===== src/rtl/brh_pkg.sv =====
package brh_pkg;

    typedef enum logic [1:0] {
        KIND_READ   = 2'd0,
        KIND_RDATOM = 2'd1,
        KIND_WRITE  = 2'd2,
        KIND_OTHER  = 2'd3
    } kind_e;

    typedef enum logic [1:0] {
        ALLOC_NONE   = 2'd0,
        ALLOC_SHARED = 2'd1,
        ALLOC_EXCL   = 2'd2
    } alloc_e;

    typedef enum logic [1:0] {
        ST_IDLE = 2'd0,
        ST_REQ  = 2'd1,
        ST_TEN  = 2'd2,
        ST_HOLD = 2'd3
    } state_e;

endpackage


===== src/rtl/brh_window.sv =====
module brh_window #(
    parameter int OPEN_DLY = 2
) (
    input  logic clk,
    input  logic rst_n,
    input  logic start_i,
    input  logic clear_i,
    input  logic aack_i,
    output logic open_o,
    output logic resolved_o
);
    localparam int AGE_W = $clog2(OPEN_DLY + 1);

    typedef struct packed {
        logic             trk;
        logic [AGE_W-1:0] age;
        logic             acked;
        logic             closed;
    } win_t;

    win_t win_q, win_d;

    // age counts cycles since the strobe cycle; acked marks the last open cycle
    always_comb begin
        win_d = win_q;
        if (clear_i) begin
            win_d = '0;
        end else if (start_i) begin
            win_d     = '0;
            win_d.trk = 1'b1;
            win_d.age = AGE_W'(1);
        end else if (win_q.trk) begin
            if (win_q.age != AGE_W'(OPEN_DLY)) win_d.age = win_q.age + 1'b1;
            if (aack_i)                       win_d.acked  = 1'b1;
            if (win_q.acked)                  win_d.closed = 1'b1;
        end
    end

    always_ff @(posedge clk) begin
        if (!rst_n) win_q <= '0;
        else        win_q <= win_d;
    end

    assign open_o     = win_q.trk && (win_q.age == AGE_W'(OPEN_DLY)) && !win_q.closed;
    assign resolved_o = win_q.trk && win_q.acked;

    AST_WIN_NOT_EARLY: assert property (@(posedge clk) disable iff (!rst_n)
        start_i |=> !open_o);

    AST_WIN_SHUT_AFTER_LAST: assert property (@(posedge clk) disable iff (!rst_n)
        (win_q.trk && win_q.acked && !clear_i && !start_i) |=> !open_o);

endmodule


===== src/rtl/brh_alloc.sv =====
module brh_alloc
    import brh_pkg::*;
(
    input  logic   clk,
    input  logic   rst_n,
    input  logic   clear_i,
    input  logic   sample_i,
    input  logic   shd_i,
    input  kind_e  kind_i,
    output alloc_e alloc_o
);
    logic seen_q, seen_d, seen_now;

    assign seen_now = seen_q || (sample_i && shd_i);

    always_comb begin
        seen_d = clear_i ? 1'b0 : seen_now;
    end

    always_ff @(posedge clk) begin
        if (!rst_n) seen_q <= 1'b0;
        else        seen_q <= seen_d;
    end

    always_comb begin
        if (kind_i == KIND_READ || kind_i == KIND_RDATOM)
            alloc_o = seen_now ? ALLOC_SHARED : ALLOC_EXCL;
        else
            alloc_o = ALLOC_NONE;
    end

    AST_SHD_CLEARED: assert property (@(posedge clk) disable iff (!rst_n)
        clear_i |=> !seen_q);

endmodule


===== src/rtl/brh_beats.sv =====
module brh_beats #(
    parameter int BEATS = 4
) (
    input  logic clk,
    input  logic rst_n,
    input  logic clear_i,
    input  logic en_i,
    input  logic beat_i,
    output logic started_o,
    output logic full_o
);
    localparam int CNT_W = $clog2(BEATS + 1);

    logic [CNT_W-1:0] cnt_q, cnt_d;
    logic             take;

    assign take = en_i && beat_i && (cnt_q != CNT_W'(BEATS));

    always_comb begin
        cnt_d = cnt_q;
        if (clear_i)   cnt_d = '0;
        else if (take) cnt_d = cnt_q + 1'b1;
    end

    always_ff @(posedge clk) begin
        if (!rst_n) cnt_q <= '0;
        else        cnt_q <= cnt_d;
    end

    assign started_o = (cnt_q != '0) || (en_i && beat_i);
    assign full_o    = (cnt_q == CNT_W'(BEATS)) ||
                       (take && (cnt_q == CNT_W'(BEATS - 1)));

    AST_BEATS_DROPPED: assert property (@(posedge clk) disable iff (!rst_n)
        clear_i |=> (cnt_q == '0));

endmodule


===== src/rtl/bus_retry_ctl.sv =====
module bus_retry_ctl
    import brh_pkg::*;
#(
    parameter int TAG_W    = 8,
    parameter int BEATS    = 4,
    parameter int OPEN_DLY = 2
) (
    input  logic             clk,
    input  logic             rst_n,
    input  logic             req_valid_i,
    input  logic [1:0]       req_kind_i,
    input  logic [TAG_W-1:0] req_tag_i,
    output logic             req_ready_o,
    input  logic             bus_grant_i,
    output logic             br_o,
    output logic             ts_o,
    input  logic             aack_i,
    input  logic             artry_i,
    input  logic             shd_i,
    input  logic             dbeat_i,
    output logic             dabort_o,
    output logic             done_valid_o,
    output logic [TAG_W-1:0] done_tag_o,
    output logic [1:0]       done_alloc_o,
    output logic             retry_pend_o
);
    typedef struct packed {
        state_e           st;
        kind_e            kind;
        logic [TAG_W-1:0] tag;
        logic             br;
        logic             ts;
        logic             retry;
        logic             dabort;
        logic             done_v;
        logic [TAG_W-1:0] done_tag;
        alloc_e           done_alloc;
    } ctl_t;

    ctl_t ctl_q, ctl_d;

    logic   in_ten, win_open, win_resolved;
    logic   beats_started, beats_full;
    logic   retry_hit, complete, ten_clear;
    alloc_e alloc;

    assign in_ten    = (ctl_q.st == ST_TEN);
    assign retry_hit = in_ten && win_open && artry_i;
    assign complete  = in_ten && !retry_hit && win_resolved && beats_full;
    assign ten_clear = retry_hit || complete;

    brh_window #(.OPEN_DLY(OPEN_DLY)) u_window (
        .clk        (clk),
        .rst_n      (rst_n),
        .start_i    (ctl_q.ts),
        .clear_i    (ten_clear),
        .aack_i     (aack_i),
        .open_o     (win_open),
        .resolved_o (win_resolved)
    );

    brh_alloc u_alloc (
        .clk      (clk),
        .rst_n    (rst_n),
        .clear_i  (ten_clear),
        .sample_i (win_open),
        .shd_i    (shd_i),
        .kind_i   (ctl_q.kind),
        .alloc_o  (alloc)
    );

    brh_beats #(.BEATS(BEATS)) u_beats (
        .clk       (clk),
        .rst_n     (rst_n),
        .clear_i   (ten_clear),
        .en_i      (in_ten),
        .beat_i    (dbeat_i),
        .started_o (beats_started),
        .full_o    (beats_full)
    );

    always_comb begin
        ctl_d        = ctl_q;
        ctl_d.ts     = 1'b0;
        ctl_d.dabort = 1'b0;
        ctl_d.done_v = 1'b0;
        unique case (ctl_q.st)
            ST_IDLE: begin
                if (req_valid_i) begin
                    ctl_d.kind = kind_e'(req_kind_i);
                    ctl_d.tag  = req_tag_i;
                    ctl_d.br   = 1'b1;
                    ctl_d.st   = ST_REQ;
                end
            end
            ST_REQ: begin
                if (bus_grant_i) begin
                    ctl_d.ts    = 1'b1;
                    ctl_d.br    = 1'b0;
                    ctl_d.retry = 1'b0;
                    ctl_d.st    = ST_TEN;
                end
            end
            ST_TEN: begin
                if (retry_hit) begin
                    ctl_d.retry  = 1'b1;
                    ctl_d.br     = 1'b0;
                    ctl_d.dabort = beats_started;
                    ctl_d.st     = ST_HOLD;
                end else if (complete) begin
                    ctl_d.done_v     = 1'b1;
                    ctl_d.done_tag   = ctl_q.tag;
                    ctl_d.done_alloc = alloc;
                    ctl_d.st         = ST_IDLE;
                end
            end
            ST_HOLD: begin
                if (!artry_i) begin
                    ctl_d.br = 1'b1;
                    ctl_d.st = ST_REQ;
                end
            end
            default: ctl_d.st = ST_IDLE;
        endcase
    end

    always_ff @(posedge clk) begin
        if (!rst_n) ctl_q <= '0;
        else        ctl_q <= ctl_d;
    end

    assign req_ready_o  = (ctl_q.st == ST_IDLE);
    assign br_o         = ctl_q.br;
    assign ts_o         = ctl_q.ts;
    assign dabort_o     = ctl_q.dabort;
    assign done_valid_o = ctl_q.done_v;
    assign done_tag_o   = ctl_q.done_tag;
    assign done_alloc_o = ctl_q.done_alloc;
    assign retry_pend_o = ctl_q.retry;

    AST_TS_SINGLE: assert property (@(posedge clk) disable iff (!rst_n)
        ts_o |=> !ts_o);

    AST_RETRY_DROPS_BR: assert property (@(posedge clk) disable iff (!rst_n)
        retry_hit |=> (!br_o && retry_pend_o));

    AST_HOLD_KEEPS_BR_LOW: assert property (@(posedge clk) disable iff (!rst_n)
        (ctl_q.st == ST_HOLD && artry_i) |=> !br_o);

    AST_ABORT_WITH_RETRY: assert property (@(posedge clk) disable iff (!rst_n)
        dabort_o |-> retry_pend_o);

    AST_NO_DONE_PENDING: assert property (@(posedge clk) disable iff (!rst_n)
        retry_pend_o |-> !done_valid_o);

    AST_NONREAD_NONE: assert property (@(posedge clk) disable iff (!rst_n)
        (done_valid_o && (ctl_q.kind == KIND_WRITE || ctl_q.kind == KIND_OTHER))
        |-> (done_alloc_o == 2'b00));

endmodule


===== config.mk =====
export PLATFORM = sky130hd
export DESIGN_NAME = bus_retry_ctl
export DESIGN_NICKNAME = d
export VERILOG_FILES = /design/src/rtl/brh_pkg.sv /design/src/rtl/brh_window.sv /design/src/rtl/brh_alloc.sv /design/src/rtl/brh_beats.sv /design/src/rtl/bus_retry_ctl.sv
export SDC_FILE = /design/constraint.sdc
export NUM_CORES = 1
export LEC_CHECK = 0
export BUFFER_PORTS_ARGS = -buffer_cell sky130_fd_sc_hd__buf_2
export CAP_MARGIN = 0
export CELL_PAD_IN_SITES_DETAIL_PLACEMENT = 1
export CELL_PAD_IN_SITES_GLOBAL_PLACEMENT = 1
export CORE_MARGIN = 3
export CORE_UTILIZATION = 43
export CTS_CLUSTER_SIZE = 28
export DETAILED_ROUTE_END_ITERATION = 6
export PLACE_DENSITY = 0.92
export SETUP_SLACK_MARGIN = 0.5
export SYNTH_ARGS = -nofsm -noshare
export SYNTH_HDL_FRONTEND = slang
export SYNTH_SLANG_ARGS = --single-unit

===== constraint.sdc =====
create_clock -name clk -period 3.1 [get_ports clk]
set_clock_uncertainty 0.1 [all_clocks]
set_input_delay 0.31 -clock clk [delete_from_list [all_inputs] [get_ports clk]]
set_output_delay 0.31 -clock clk [all_outputs]
set_load 0.005 [all_outputs]

==> results.sh <==
export IMPL_cp_top_family="simple AND/OR/NAND/NOR gates"
export IMPL_slew_violations=0
export IMPL_antenna_left=0
export IMPL_crit_type="reg2reg"
export IMPL_synth_area_per_cell_um2=9.17
export IMPL_syn_cell_area_mm2=0.00158
export IMPL_clock_sinks=35
export IMPL_endpoint="done_alloc_o[0]$_SDFFE_PN0P_"
export IMPL_die_h_um=66.6
export IMPL_ir_worst_vdd_mv=0.422
export IMPL_drive_above_1_share=0.244
export IMPL_place_gp_congestion=0.710
export IMPL_relSlewSlack=0.637
export IMPL_antenna_found_initial=0
export IMPL_die_w_um=66.6
export IMPL_route_detailed_drc=0
export IMPL_wl_um=3410
export IMPL_cellLeakagePower_nw=0.774
export IMPL_diodes=0
export IMPL_regToRegSetupSlack_ns=1.0
export IMPL_rsz0062_at_grt="no"
export IMPL_final_nets=214
export IMPL_yosys_warnings=0
export IMPL_start_util=0.458
export IMPL_cp_end_kind="flop"
export IMPL_clockRootBuffer="clkbuf_8"
export IMPL_fin_crit_sh=0.678
export IMPL_cp_slowest_cell="nor4_4"
export IMPL_overflow=0
export IMPL_busiest_layer="met2"
export IMPL_worstMarginPinSlew_ns=0.544
export IMPL_rows=21
export IMPL_grt_start_max_net_pins=37
export IMPL_synthCells=172
export IMPL_min_path_type="in2reg"
export IMPL_cts_buffers=5
export IMPL_cp_required_ns=3.22
export IMPL_hold_depth=3
export IMPL_port_buffers=32
export IMPL_yosys_cell_types_count=33
export IMPL_dpl_worst_slack_ns=0.993
export IMPL_layout_common_cells="35 x dfxtp_1, 32 x buf_2, 17 x nand2_1"
export IMPL_status="finished, final reports clean"
export IMPL_holdWs_ns=0.190
export IMPL_reg2regPathDepth=7
export IMPL_cts_buffer_depth=2
export IMPL_cp_num_cells=7
export IMPL_path_buf_inv=2
export IMPL_dieArea_mm2=0.00443
export IMPL_vias=1187
export IMPL_drtIter0Drc=38
export IMPL_wl_per_cell_um=14.3
export IMPL_max_freq_ghz=0.475
export IMPL_seq_area_frac_synth=0.444
export IMPL_gr_usage_met3=0.0405
export IMPL_io_pins=34
export IMPL_powerDensity_mw_per_mm2=586
export IMPL_hpwl_um=2480
export IMPL_slowest_delay_ns=0.40
export IMPL_hold_buffers=0
export IMPL_gr_usage_met2=0.298
export IMPL_gr_usage_met1=0.209
export IMPL_cts_setup_buffers=0
export IMPL_path_clk_slew_ns=0.08
export IMPL_setup_worst_path_start="u_window.win_q[2]$_SDFFE_PP0P_"
export IMPL_cp_arrival_ns=2.23
export IMPL_r2r_start="u_window.win_q[2]$_SDFFE_PP0P_"
export IMPL_grt_pass1_wl_um=5800
export IMPL_setup_ws_ns=0.997
export IMPL_ctsResizeCount=0
export IMPL_htree_levels=2
export IMPL_setup_viol=0
export IMPL_regToRegEndpoint="done_alloc_o[0]$_SDFFE_PN0P_"
export IMPL_grt_usage=0.172
export IMPL_mostFrequentLayoutCell="dfxtp_1"
export IMPL_worst_setup_path_start_kind="flop"
export IMPL_clock_latency_ns=0.29
export IMPL_finalHoldViolations=0
export IMPL_total_power_mw=1.06
export IMPL_syn_nets=194
export IMPL_drt_first_pass_iters=4
export IMPL_critical_path_cell_chain="inv_1 > ha_1 > and4b_1 > nor4_4 > buf_4 > and4bb_1 > o21bai_2"
export IMPL_tns_ns=0
export IMPL_grt_pass1_vias=1212
export IMPL_nFillCells=429
export IMPL_critPathMaxFanout=12
export IMPL_core_area_mm2=0.00344
export IMPL_drv_cap=0
export IMPL_cts_tree="done"
export IMPL_area_growth_pct=14.8
export IMPL_finalCriticalPeriod_ns=2.10
export IMPL_vias_per_cell=4.97
export IMPL_ys_seq_elements=35
flip-flops by register name (all words and copies together), names as in the netlist:
name and flops:
br_o 1, ctl_q 11, dabort_o 1, done_alloc_o 2, done_tag_o 8, done_valid_o 1, retry_pend_o 1, ts_o 1
u_alloc.seen_q 1, u_beats.cnt_q 3, u_window.win_q 5
per-layer routing:
metal,vias up,share of wire
met2,22,0.51
met4,0,0.0085
met5,-,0
li1,611,-
met1,550,0.44
met3,4,0.039
Yosys cell counts, drive strengths merged:
library cell  instances  area (um^2)
mux2i                10          100
o22ai                 1         6.26
dfxtp                35          701
xnor2                 2         17.5
a41oi                 1         8.76
nand2                17         63.8
and4b                 1         10.0
nor2                 13         48.8
nand2b                3         26.3
a21bo                 1         10.0
and2b                 1         7.51
nand4b                2         17.5
a22oi                 1         21.3
and3                  2         12.5
a211oi                3         22.5
clkbuf                4         15.0
o21ai                12         60.1
inv                   6         22.5
nor2b                12         75.1
o21bai                1         11.3
a21oi                 6         30.0
nor4                  1         21.3
nor3                  4         20.0
nor3b                 1         7.51
ha                    4         50.1
and2                  1         6.26
buf                  17          121
o211a                 1         10.0
and4bb                1         12.5
nand3                 8         40.0
stage by stage:
stage | cell area [um^2] | utilization | std cells
floorplan | 1580 | - | 172
global placement | 1670 | 0.486 | 231
detailed placement | 1670 | 0.486 | 231
CTS | 1810 | 0.526 | 239
global route | 1810 | 0.526 | 239
finish | 1810 | 0.526 | 239
kinds of logic (layout without fill, tap and decap cells):
family                   Yosys count  count (layout)  synth area share
AO/OA/AOI/OAI                     27              27             0.114
XOR/XNOR                           2               2            0.0111
adder cells (fa/ha/maj)            4               4            0.0317
buffers and inverters             27              48             0.101
flip-flops                        35              35             0.444
multiplexers                      10              10            0.0635
AND/OR/NAND/NOR                   67              67             0.234
worst register-to-register path, delay by kind of cell, from the launching register on:
kind | cells | cell delay, ns
flip-flops | 1 | 0.35
buffers and inverters | 2 | 0.34
AND/OR/NAND/NOR | 3 | 0.91
adder cells (fa/ha/maj) | 1 | 0.24
AO/OA/AOI/OAI | 1 | 0.11
layout make-up:
type,instances,area [um^2],share of cell area
clock buffers,5,68.8,0.0380
clock inverters,3,67.6,0.0373
inverters,6,22.5,0.0124
multi-input cells,110,717,0.396
flip-flops and latches,35,701,0.387
well taps,46,57.6,0.0318
repair buffers,34,175,0.0968
how the worst min path moves through the flow:
stage,start,to,slack [ns]
after global placement,done_tag_o[4]$_SDFFE_PN0P_,done_tag_o[4]$_SDFFE_PN0P_,0.34
final,req_tag_i[3],ctl_q[18]$_SDFFE_PN0P_,0.19
after CTS,req_tag_i[3],ctl_q[18]$_SDFFE_PN0P_,0.19
after floorplan,u_alloc.seen_q$_SDFF_PP0_,u_alloc.seen_q$_SDFF_PP0_,0.33
after detailed placement,done_tag_o[6]$_SDFFE_PN0P_,done_tag_o[6]$_SDFFE_PN0P_,0.35
after global routing,req_tag_i[1],ctl_q[16]$_SDFFE_PN0P_,0.21
report_power, final:
part	internal, mW	total (mW)	leakage [nW]	switching, mW
sequential	0.466	0.483	0.284	0.0171
clock	0.321	0.492	0.0644	0.171
combinational	0.0418	0.0853	0.425	0.0435
total	0.829	1.06	0.774	0.232
Note: power is estimated with default switching activity, not from simulation.
